==> src/rtl/tig_pkg.sv <==
// Shared constants and types for the timer interrupt gate.
// Assumes a 2-bit register address space and a 32-bit data path.
package tig_pkg;
    localparam int NSRC    = 2;
    localparam int LVL_W   = 3;
    localparam int DATA_W  = 32;
    localparam int ADDR_W  = 2;
    localparam int SRC_TICK  = 0;
    localparam int SRC_ALARM = 1;
    localparam int FAC_BIT   = NSRC;
    localparam int LVL_LSB   = 4;

    typedef enum logic [ADDR_W-1:0] {
        A_STAT = 2'd0,
        A_CTRL = 2'd1,
        A_BASE = 2'd2,
        A_RSVD = 2'd3
    } tig_addr_e;

    typedef struct packed {
        logic [LVL_W-1:0] lvl;
        logic [NSRC-1:0]  sel;
        logic             en;
    } tig_ctrl_t;
endpackage

==> src/rtl/tig_src_flags.sv <==
// Sticky per-source status flags and the shared factor flag.
// Assumes event pulses and clear requests are synchronous to clk.
// In every flag, a set in the same cycle overrides a clear.
module tig_src_flags
    import tig_pkg::*;
#(
    parameter int N = NSRC
) (
    input  logic         clk,
    input  logic         rst_n,
    input  logic [N-1:0] evt,
    input  logic [N-1:0] sel,
    input  logic [N-1:0] clr_src,
    input  logic         clr_fac,
    output logic [N-1:0] src_flag,
    output logic         fac_flag
);
    logic fac_set;

    for (genvar i = 0; i < N; i++) begin : g_src
        // Purpose: hold one source status flag, set by its event and cleared by software.
        always_ff @(posedge clk) begin
            if (!rst_n)          src_flag[i] <= 1'b0;
            else if (evt[i])     src_flag[i] <= 1'b1;
            else if (clr_src[i]) src_flag[i] <= 1'b0;
        end
    end

    // Purpose: the factor flag is set by any event from a selected source.
    always_comb fac_set = |(evt & sel);

    // Purpose: hold the shared factor flag.
    always_ff @(posedge clk) begin
        if (!rst_n)       fac_flag <= 1'b0;
        else if (fac_set) fac_flag <= 1'b1;
        else if (clr_fac) fac_flag <= 1'b0;
    end
endmodule

==> src/rtl/tig_regs.sv <==
// Control and table-base registers, plus decoding of the clearing writes to the status word.
// Assumes a one-cycle write strobe.
module tig_regs
    import tig_pkg::*;
#(
    parameter logic [DATA_W-1:0] BASE_RST = 32'h00C0_0000
) (
    input  logic              clk,
    input  logic              rst_n,
    input  logic              wr,
    input  logic [ADDR_W-1:0] addr,
    input  logic [DATA_W-1:0] wdata,
    output tig_ctrl_t         ctrl,
    output logic [DATA_W-1:0] base,
    output logic [NSRC-1:0]   clr_src,
    output logic              clr_fac
);
    logic wr_stat, wr_ctrl, wr_base;

    // Purpose: decode the write strobe into per-register writes.
    always_comb begin
        wr_stat = wr && (tig_addr_e'(addr) == A_STAT);
        wr_ctrl = wr && (tig_addr_e'(addr) == A_CTRL);
        wr_base = wr && (tig_addr_e'(addr) == A_BASE);
    end

    // Purpose: turn the ones written to the status word into clear requests.
    always_comb begin
        clr_src = wr_stat ? wdata[NSRC-1:0] : '0;
        clr_fac = wr_stat && wdata[FAC_BIT];
    end

    // Purpose: hold the control register.
    always_ff @(posedge clk) begin
        if (!rst_n) begin
            ctrl <= '0;
        end else if (wr_ctrl) begin
            ctrl.en  <= wdata[0];
            ctrl.sel <= wdata[NSRC:1];
            ctrl.lvl <= wdata[LVL_LSB +: LVL_W];
        end
    end

    // Purpose: hold the relocatable trap table base.
    always_ff @(posedge clk) begin
        if (!rst_n)       base <= BASE_RST;
        else if (wr_base) base <= wdata;
    end
endmodule

==> src/rtl/tig_gate.sv <==
// Request gating, CPU acceptance test and vector address generation.
// Purely combinational. Assumes the CPU level and enable are stable within a cycle.
module tig_gate
    import tig_pkg::*;
#(
    parameter logic [DATA_W-1:0] VEC_OFS = 32'h0000_0104
) (
    input  logic              fac_flag,
    input  tig_ctrl_t         ctrl,
    input  logic [DATA_W-1:0] base,
    input  logic              cpu_ie,
    input  logic [LVL_W-1:0]  cpu_il,
    output logic              irq_req,
    output logic              irq_accept,
    output logic [DATA_W-1:0] vec_addr
);
    // Purpose: the enable gates the factor flag into a request.
    always_comb irq_req = fac_flag && ctrl.en;

    // Purpose: accept only when the CPU's current level is strictly below the programmed one.
    always_comb irq_accept = irq_req && cpu_ie && (cpu_il < ctrl.lvl);

    // Purpose: place the vector at a fixed offset from the table base.
    always_comb vec_addr = base + VEC_OFS;
endmodule

==> src/rtl/tig_irq_gate.sv <==
// Top level of the timer interrupt gate: source flags, registers, gating and the read mux.
// Assumes a single clock domain and a synchronous active-low reset.
module tig_irq_gate
    import tig_pkg::*;
#(
    parameter logic [DATA_W-1:0] BASE_RST = 32'h00C0_0000,
    parameter logic [DATA_W-1:0] VEC_OFS  = 32'h0000_0104
) (
    input  logic              clk,
    input  logic              rst_n,
    input  logic              reg_wr,
    input  logic [ADDR_W-1:0] reg_addr,
    input  logic [DATA_W-1:0] reg_wdata,
    output logic [DATA_W-1:0] reg_rdata,
    input  logic              tick_evt,
    input  logic              alarm_evt,
    input  logic              cpu_ie,
    input  logic [LVL_W-1:0]  cpu_il,
    output logic              irq_req,
    output logic              irq_accept,
    output logic [LVL_W-1:0]  irq_level,
    output logic [DATA_W-1:0] vec_addr
);
    tig_ctrl_t         ctrl_q;
    logic [DATA_W-1:0] base_q;
    logic [NSRC-1:0]   clr_src;
    logic              clr_fac;
    logic [NSRC-1:0]   src_flag;
    logic              fac_flag;
    logic [NSRC-1:0]   evt;

    // Purpose: collect the event pulses into a vector indexed by source.
    always_comb begin
        evt            = '0;
        evt[SRC_TICK]  = tick_evt;
        evt[SRC_ALARM] = alarm_evt;
    end

    tig_regs #(.BASE_RST(BASE_RST)) u_regs (
        .clk     (clk),
        .rst_n   (rst_n),
        .wr      (reg_wr),
        .addr    (reg_addr),
        .wdata   (reg_wdata),
        .ctrl    (ctrl_q),
        .base    (base_q),
        .clr_src (clr_src),
        .clr_fac (clr_fac)
    );

    tig_src_flags #(.N(NSRC)) u_flags (
        .clk      (clk),
        .rst_n    (rst_n),
        .evt      (evt),
        .sel      (ctrl_q.sel),
        .clr_src  (clr_src),
        .clr_fac  (clr_fac),
        .src_flag (src_flag),
        .fac_flag (fac_flag)
    );

    tig_gate #(.VEC_OFS(VEC_OFS)) u_gate (
        .fac_flag   (fac_flag),
        .ctrl       (ctrl_q),
        .base       (base_q),
        .cpu_ie     (cpu_ie),
        .cpu_il     (cpu_il),
        .irq_req    (irq_req),
        .irq_accept (irq_accept),
        .vec_addr   (vec_addr)
    );

    // Purpose: expose the programmed level.
    always_comb irq_level = ctrl_q.lvl;

    // Purpose: select the register addressed for reading.
    always_comb begin
        reg_rdata = '0;
        unique case (tig_addr_e'(reg_addr))
            A_STAT: begin
                reg_rdata[NSRC-1:0] = src_flag;
                reg_rdata[FAC_BIT]  = fac_flag;
            end
            A_CTRL: begin
                reg_rdata[0]                 = ctrl_q.en;
                reg_rdata[NSRC:1]            = ctrl_q.sel;
                reg_rdata[LVL_LSB +: LVL_W]  = ctrl_q.lvl;
            end
            A_BASE: reg_rdata = base_q;
            A_RSVD: reg_rdata = '0;
        endcase
    end
endmodule

==> config.mk <==
export PLATFORM = sky130hd
export DESIGN_NAME = tig_irq_gate
export DESIGN_NICKNAME = d
export VERILOG_FILES = /design/src/rtl/tig_pkg.sv /design/src/rtl/tig_src_flags.sv /design/src/rtl/tig_regs.sv /design/src/rtl/tig_gate.sv /design/src/rtl/tig_irq_gate.sv
export SDC_FILE = /design/constraint.sdc
export NUM_CORES = 1
export LEC_CHECK = 0
export ABC_AREA = 0
export BUFFER_PORTS_ARGS = -buffer_cell sky130_fd_sc_hd__buf_2
export CAP_MARGIN = 20
export CELL_PAD_IN_SITES_DETAIL_PLACEMENT = 1
export CELL_PAD_IN_SITES_GLOBAL_PLACEMENT = 1
export CORE_UTILIZATION = 36
export CTS_CLUSTER_DIAMETER = 150
export DETAILED_ROUTE_END_ITERATION = 8
export PLACE_DENSITY = 0.89
export SETUP_SLACK_MARGIN = 0.15
export SLEW_MARGIN = 40
export SYNTH_ARGS = -nofsm -noshare
export SYNTH_HDL_FRONTEND = slang
export SYNTH_SLANG_ARGS = --single-unit
==> constraint.sdc <==
create_clock -name clk -period 6.1 [get_ports clk]
set_input_delay 1.83 -clock clk [delete_from_list [all_inputs] [get_ports clk]]
set_output_delay 1.83 -clock clk [all_outputs]
set_load 0.01 [all_outputs]
Yosys cells after proc, flatten, opt, wreduce, memory -nomap -nowiden
Index checks and enable logic that the tools add are counted.

Flip-flop bits (word level): 41. Latch bits: 0. Memory bits (writable): 0. ROM bits: 0. Output and inout port bits: 69. Memories kept: 0.

$add $sub $neg: 1. Multipliers: 0. Div/mod/pow operators: 0. Order comparisons: 1. Equality and inequality tests: 3. Shifts and indexed selects: 0. Muxes and demuxes: 11. Bitwise operators: 1. Reduce and logical (&&, ||, !) cells: 12.

Operators by type and width (number): 32-bit by 9-bit adder with 32-bit output, second input constant (1); 25-bit two-way mux (1); 3-bit case mux with 4 select lines (1); 1-bit logical AND (7); 1-bit two-way mux (7); 3-bit case mux with 2 select lines (1); 2-bit nonzero test (3); 2-bit == test, second input constant (2); 3-bit less-than comparator (1); 2-bit bitwise AND (1); 2-bit by 1-bit == test with 1-bit output, second input constant (1); 2-bit zero test (1); 2-bit two-way mux (1); 2-bit OR reduction (1).

Longest topological paths before layout
Word-level depth: 5. Depth in mapped cells: 7.

Cells and area by module
A second synthesis with hierarchy kept.

Cells, all modules: 314. Area, all modules: 2685.1 um^2.

By module, submodules not included: tig_regs (instances 1, cells each 164, area an instance 1537.7 um^2, seq. area each 760.7 um^2); tig_gate (instances 1, cells each 91, area an instance 711.9 um^2, seq. area each 0.0 um^2); tig_irq_gate (instances 1, cells each 49, area an instance 326.6 um^2, seq. area each 0.0 um^2); tig_src_flags (instances 1, cells each 10, area an instance 108.9 um^2, seq. area each 60.1 um^2).

Least setup slack after synthesis
OpenSTA, ideal clock, no wires.

Path type: input port to output port. From: input reg_addr[1]. To: output reg_rdata[0]. Arrival time: 2763 ps. Data required time: 4270 ps. Slack: 1507 ps. Stages on the path: 5. Cells stage by stage: inv_1 > ha_1 > buf_1 > a22oi_1 > o21ai_0.

Longest elaborated chain between the ends: 2.

Ends and longest elaborated chain: start, declared (RTL line tig_irq_gate.sv:12) `input logic [ADDR_W-1:0] reg_addr,`; 2-bit == test (tied with other cells) (RTL line tig_irq_gate.sv:79) `unique case (tig_addr_e'(reg_addr))`; 3-bit case mux with 4 select lines * (RTL line tig_irq_gate.sv:79); end, declared (RTL line tig_irq_gate.sv:14) `output logic [DATA_W-1:0] reg_rdata,`.

Every way passes the cells marked *; elsewhere a longest branch is shown, timed or not.

Worst setup path after layout
From: input reg_addr[0]. To: output reg_rdata[5].

Longest elaborated chain between the ends: 2.

Ends and longest elaborated chain (RTL line): 2-bit == test / 2-bit by 1-bit == test with 1-bit output (equally long branches) (tig_irq_gate.sv:79); 3-bit case mux with 2 select lines * (tig_irq_gate.sv:79).

Marks and branches as above.

==> results.yml <==
yosys:
  ys_async_sr_fraction_pct: 0
  syn_nets: 370
  yosys_warnings: 0
  postSynthAreaPerCell_sq_um: 8.12
  ys_ff_latch: 41
  syn-cell-area_sq_um: 2610
  synth.distinct_cells: 37
  ys_seq_area_share_pct: 31.5
  yosys_most_used_dff: "dfxtp_1"
  synth-edff-count: 0
  synthCells: 321
global_routing:
  antenna_found_initial: 0
  overflow: 0
  grt_pass1_wl_mm: 12.3
  grt_pass1_vias: 2587
  grt_max_degree: 42
  track_usage_pct: 20.6
sta:
  relSlewSlack_pct: 57.0
  period_needed_ns: 5.07
  rsz0062_at_grt: "no"
  worst_clock_skew_ns: 0.000637
  worstMarginPinSlew_ns: 0.643
  worst_hold_slack_ns: 0.493
  finalSetupTns_ns: 0
  fmax_mhz: 197
  slew_viol_final: 0
  timing.final.crit_share_pct: 83.1
  timing.final.ws_setup_ns: 1.03
  setup_violations: 0
  hold_viol_final: 0
clock_network:
  clock_sinks: 41
  clock_path_buffers: 2
  cts_tree: "done"
  htree_num_levels: 2
  worstSkewPairLatency_ns: 0.29
  cts_buffers: 5
  post_cts_buffers: 0
  postCtsHoldBufs: 0
  root_buffer: "clkbuf_8"
  post_cts_resized: 0
  path_clk_slew_ns: 0.08
drt:
  first_pass_iters: 5
  vias: 2585
  wl_per_cell_um: 14.9
  drc_errors: 0
  routed_via_density: 5.03
  drtAntennaViolNets: 0
  drt_iter0_markers: 58
  finalWirelength_mm: 7.65
critical_path:
  crit_type: "primary input to primary output"
  cpPeakStageDelay_ns: 0.55
  r2r_slack_ns: 5.19
  worstPathMaxFanout: 20
  cp_num_buf_inv: 4
  crit_family: "buffers and inverters"
  slowest_stage: "ha_1"
  r2r_start: "u_regs.base[2]"
  cp_common_cell: "buf_2"
  r2r_end: "u_regs.base[2]"
  crit_arrival_ns: 3.24
  rr_worst_depth: 2
  path_cells: "buf_2 > inv_1 > ha_1 > buf_4 > a22oi_1 > nor2b_1 > buf_2"
  cp.required_ns: 4.27
  cp-end-kind: "primary output"
  path_depth: 7
  startpoint_type: "primary input"
power_and_ir_drop:
  p_sw_share_pct: 25.9
  p_int_w: 0.000446
  powerDensity_nw_per_um2: 183
  p_leak_nw: 1.51
  ir_drop_mv: 0.0695
  netSwitchingPower_w: 0.000156
  p_comb_share_pct: 13.2
  clockPowerShare_pct: 38.5
  p_seq_share_pct: 48.3
place:
  gp_congestion: 0.800
  numPlacedInstances: 506
  dp_hpwl_mm: 5.78
  port_buffers: 111
  dp_slack_ns: 0.991
worst_hold_path:
  hold_path_class: "flop to flop"
  min_from: "u_regs.base[31]"
  worstHoldEndpoint: "u_regs.base[31]"
  whs_path_depth: 2
floorplan:
  start_util_pct: 37.7
  die_y_um: 87.1
  core_area_sq_um: 6910
  die_area_sq_um: 7580
  rows: 30
  pin_count: 112
  die_x_um: 87.1
outcome:
  status: "complete, no violations"
final_layout:
  drive_gt1_share_pct: 33.5
  final_nets: 466
  multi_input_area_sq_um: 1640
  stdcell_count: 514
  n_fill_cell: 909
  regArea_sq_um: 821
  syn_to_final_growth_pct: 26.5
  diodes: 0
run:
  maxCapViolCount: 0
## layout make-up
type | instances | area share [%]
clock buffers | 6 | 2.51
well taps | 96 | 3.64
inverters | 6 | 0.683
flip-flops and latches | 41 | 24.9
multi-input cells | 250 | 49.8
repair buffers | 113 | 17.3
clock inverters | 2 | 1.14
## per-layer routing
layer | track usage, % | vias to the layer above | routed length, um
met4 | 4.55 | 0 | 67
met5 | 0 | - | 0
met3 | 3.79 | 8 | 445
met1 | 24.6 | 1231 | 3340
li1 | - | 1257 | -
met2 | 38.2 | 89 | 3800
## power by group through the flow
stage,clock [W],combinational (W),sequential [W]
2_1_floorplan,0,0.0000468,0.000293
3_3_place_gp,0,0.0000777,0.000296
3_5_place_dp,0,0.0000810,0.000297
4_1_cts,0.000238,0.0000813,0.000291
5_1_grt,0.000252,0.0000886,0.000293
6_report,0.000232,0.0000797,0.000291
## flip-flops by register name (all words and copies together), names as in the netlist
| name | count |
|---|---|
| u_regs.base | 32 |
| u_regs.ctrl | 6 |
| u_flags.src_flag | 2 |
| u_flags.fac_flag | 1 |
## how the worst max path moves through the flow
stage,start,to
after global placement,reg_addr[0],reg_rdata[6]
after detailed placement,reg_addr[0],reg_rdata[6]
after global routing,reg_addr[0],reg_rdata[5]
final,reg_addr[0],reg_rdata[5]
after floorplan,reg_addr[1],reg_rdata[0]
after CTS,reg_addr[0],reg_rdata[5]
## tightest hold or removal path: cells and delay by family, from the launching register on
family	cells	cell delay [ns]
compound gates	1	0.06
flops	1	0.33
simple gates	1	0.05
## cell usage in the layout (no fill, tap or decap), drive strengths merged
master / count
nor2: 3
inv: 6
a41oi: 1
dfxtp: 41
a222oi: 1
xor2: 22
and2: 28
nor3b: 4
a21oi: 2
and3: 2
and4: 3
buf: 113
ha: 6
clkinvlp: 1
bufinv: 1
nand2b: 2
nor4: 4
nand3: 18
o21ai: 4
a31oi: 1
nor4b: 4
nor2b: 6
nand2: 81
and4b: 1
a21boi: 37
nand4: 3
xnor2: 6
clkbuf: 6
a22oi: 6
nor3: 5
## cells in the mapped netlist (3+ instances only)
cell      number  area [sq um]
nand2_1       80           300
dfxtp_1       41           821
a21boi_0      37           278
and2_1        28           175
xor2_1        22           193
nand3_1       18          90.1
clkbuf_1      16          60.1
a22oi_1        6          45.0
ha_1           6          75.1
inv_1          6          22.5
nor2b_1        6          37.5
xnor2_1        6          52.6
buf_4          5          37.5
nor3_1         4          20.0
nor4_2         4          50.1
nor4b_2        4          60.1
o21ai_0        4          20.0
nor2_1         3          11.3
nor3b_1        3          22.5
## logic make-up (layout without fill, tap and decap cells)
group | Yosys count | in the layout | share of synthesized area, %
simple gates | 164 | 164 | 34.8
buf+inv | 30 | 127 | 5.62
fa+ha+maj | 6 | 6 | 2.88
xor+xnor | 28 | 28 | 9.41
compound gates | 52 | 52 | 15.8
flops | 41 | 41 | 31.5
## through the flow
| stage | area, sq um | total power [W] | utilization (%) |
|---|---|---|---|
| 6_report | 3300 | 0.000602 | 47.7 |
| 5_1_grt | 3300 | 0.000633 | 47.7 |
| 4_1_cts | 3300 | 0.000610 | 47.7 |
| 3_5_place_dp | 3180 | 0.000378 | 46.0 |
| 3_3_place_gp | 3170 | 0.000374 | 45.9 |
| 2_1_floorplan | 2610 | 0.000340 | - |
(Power assumes the default switching activity.)
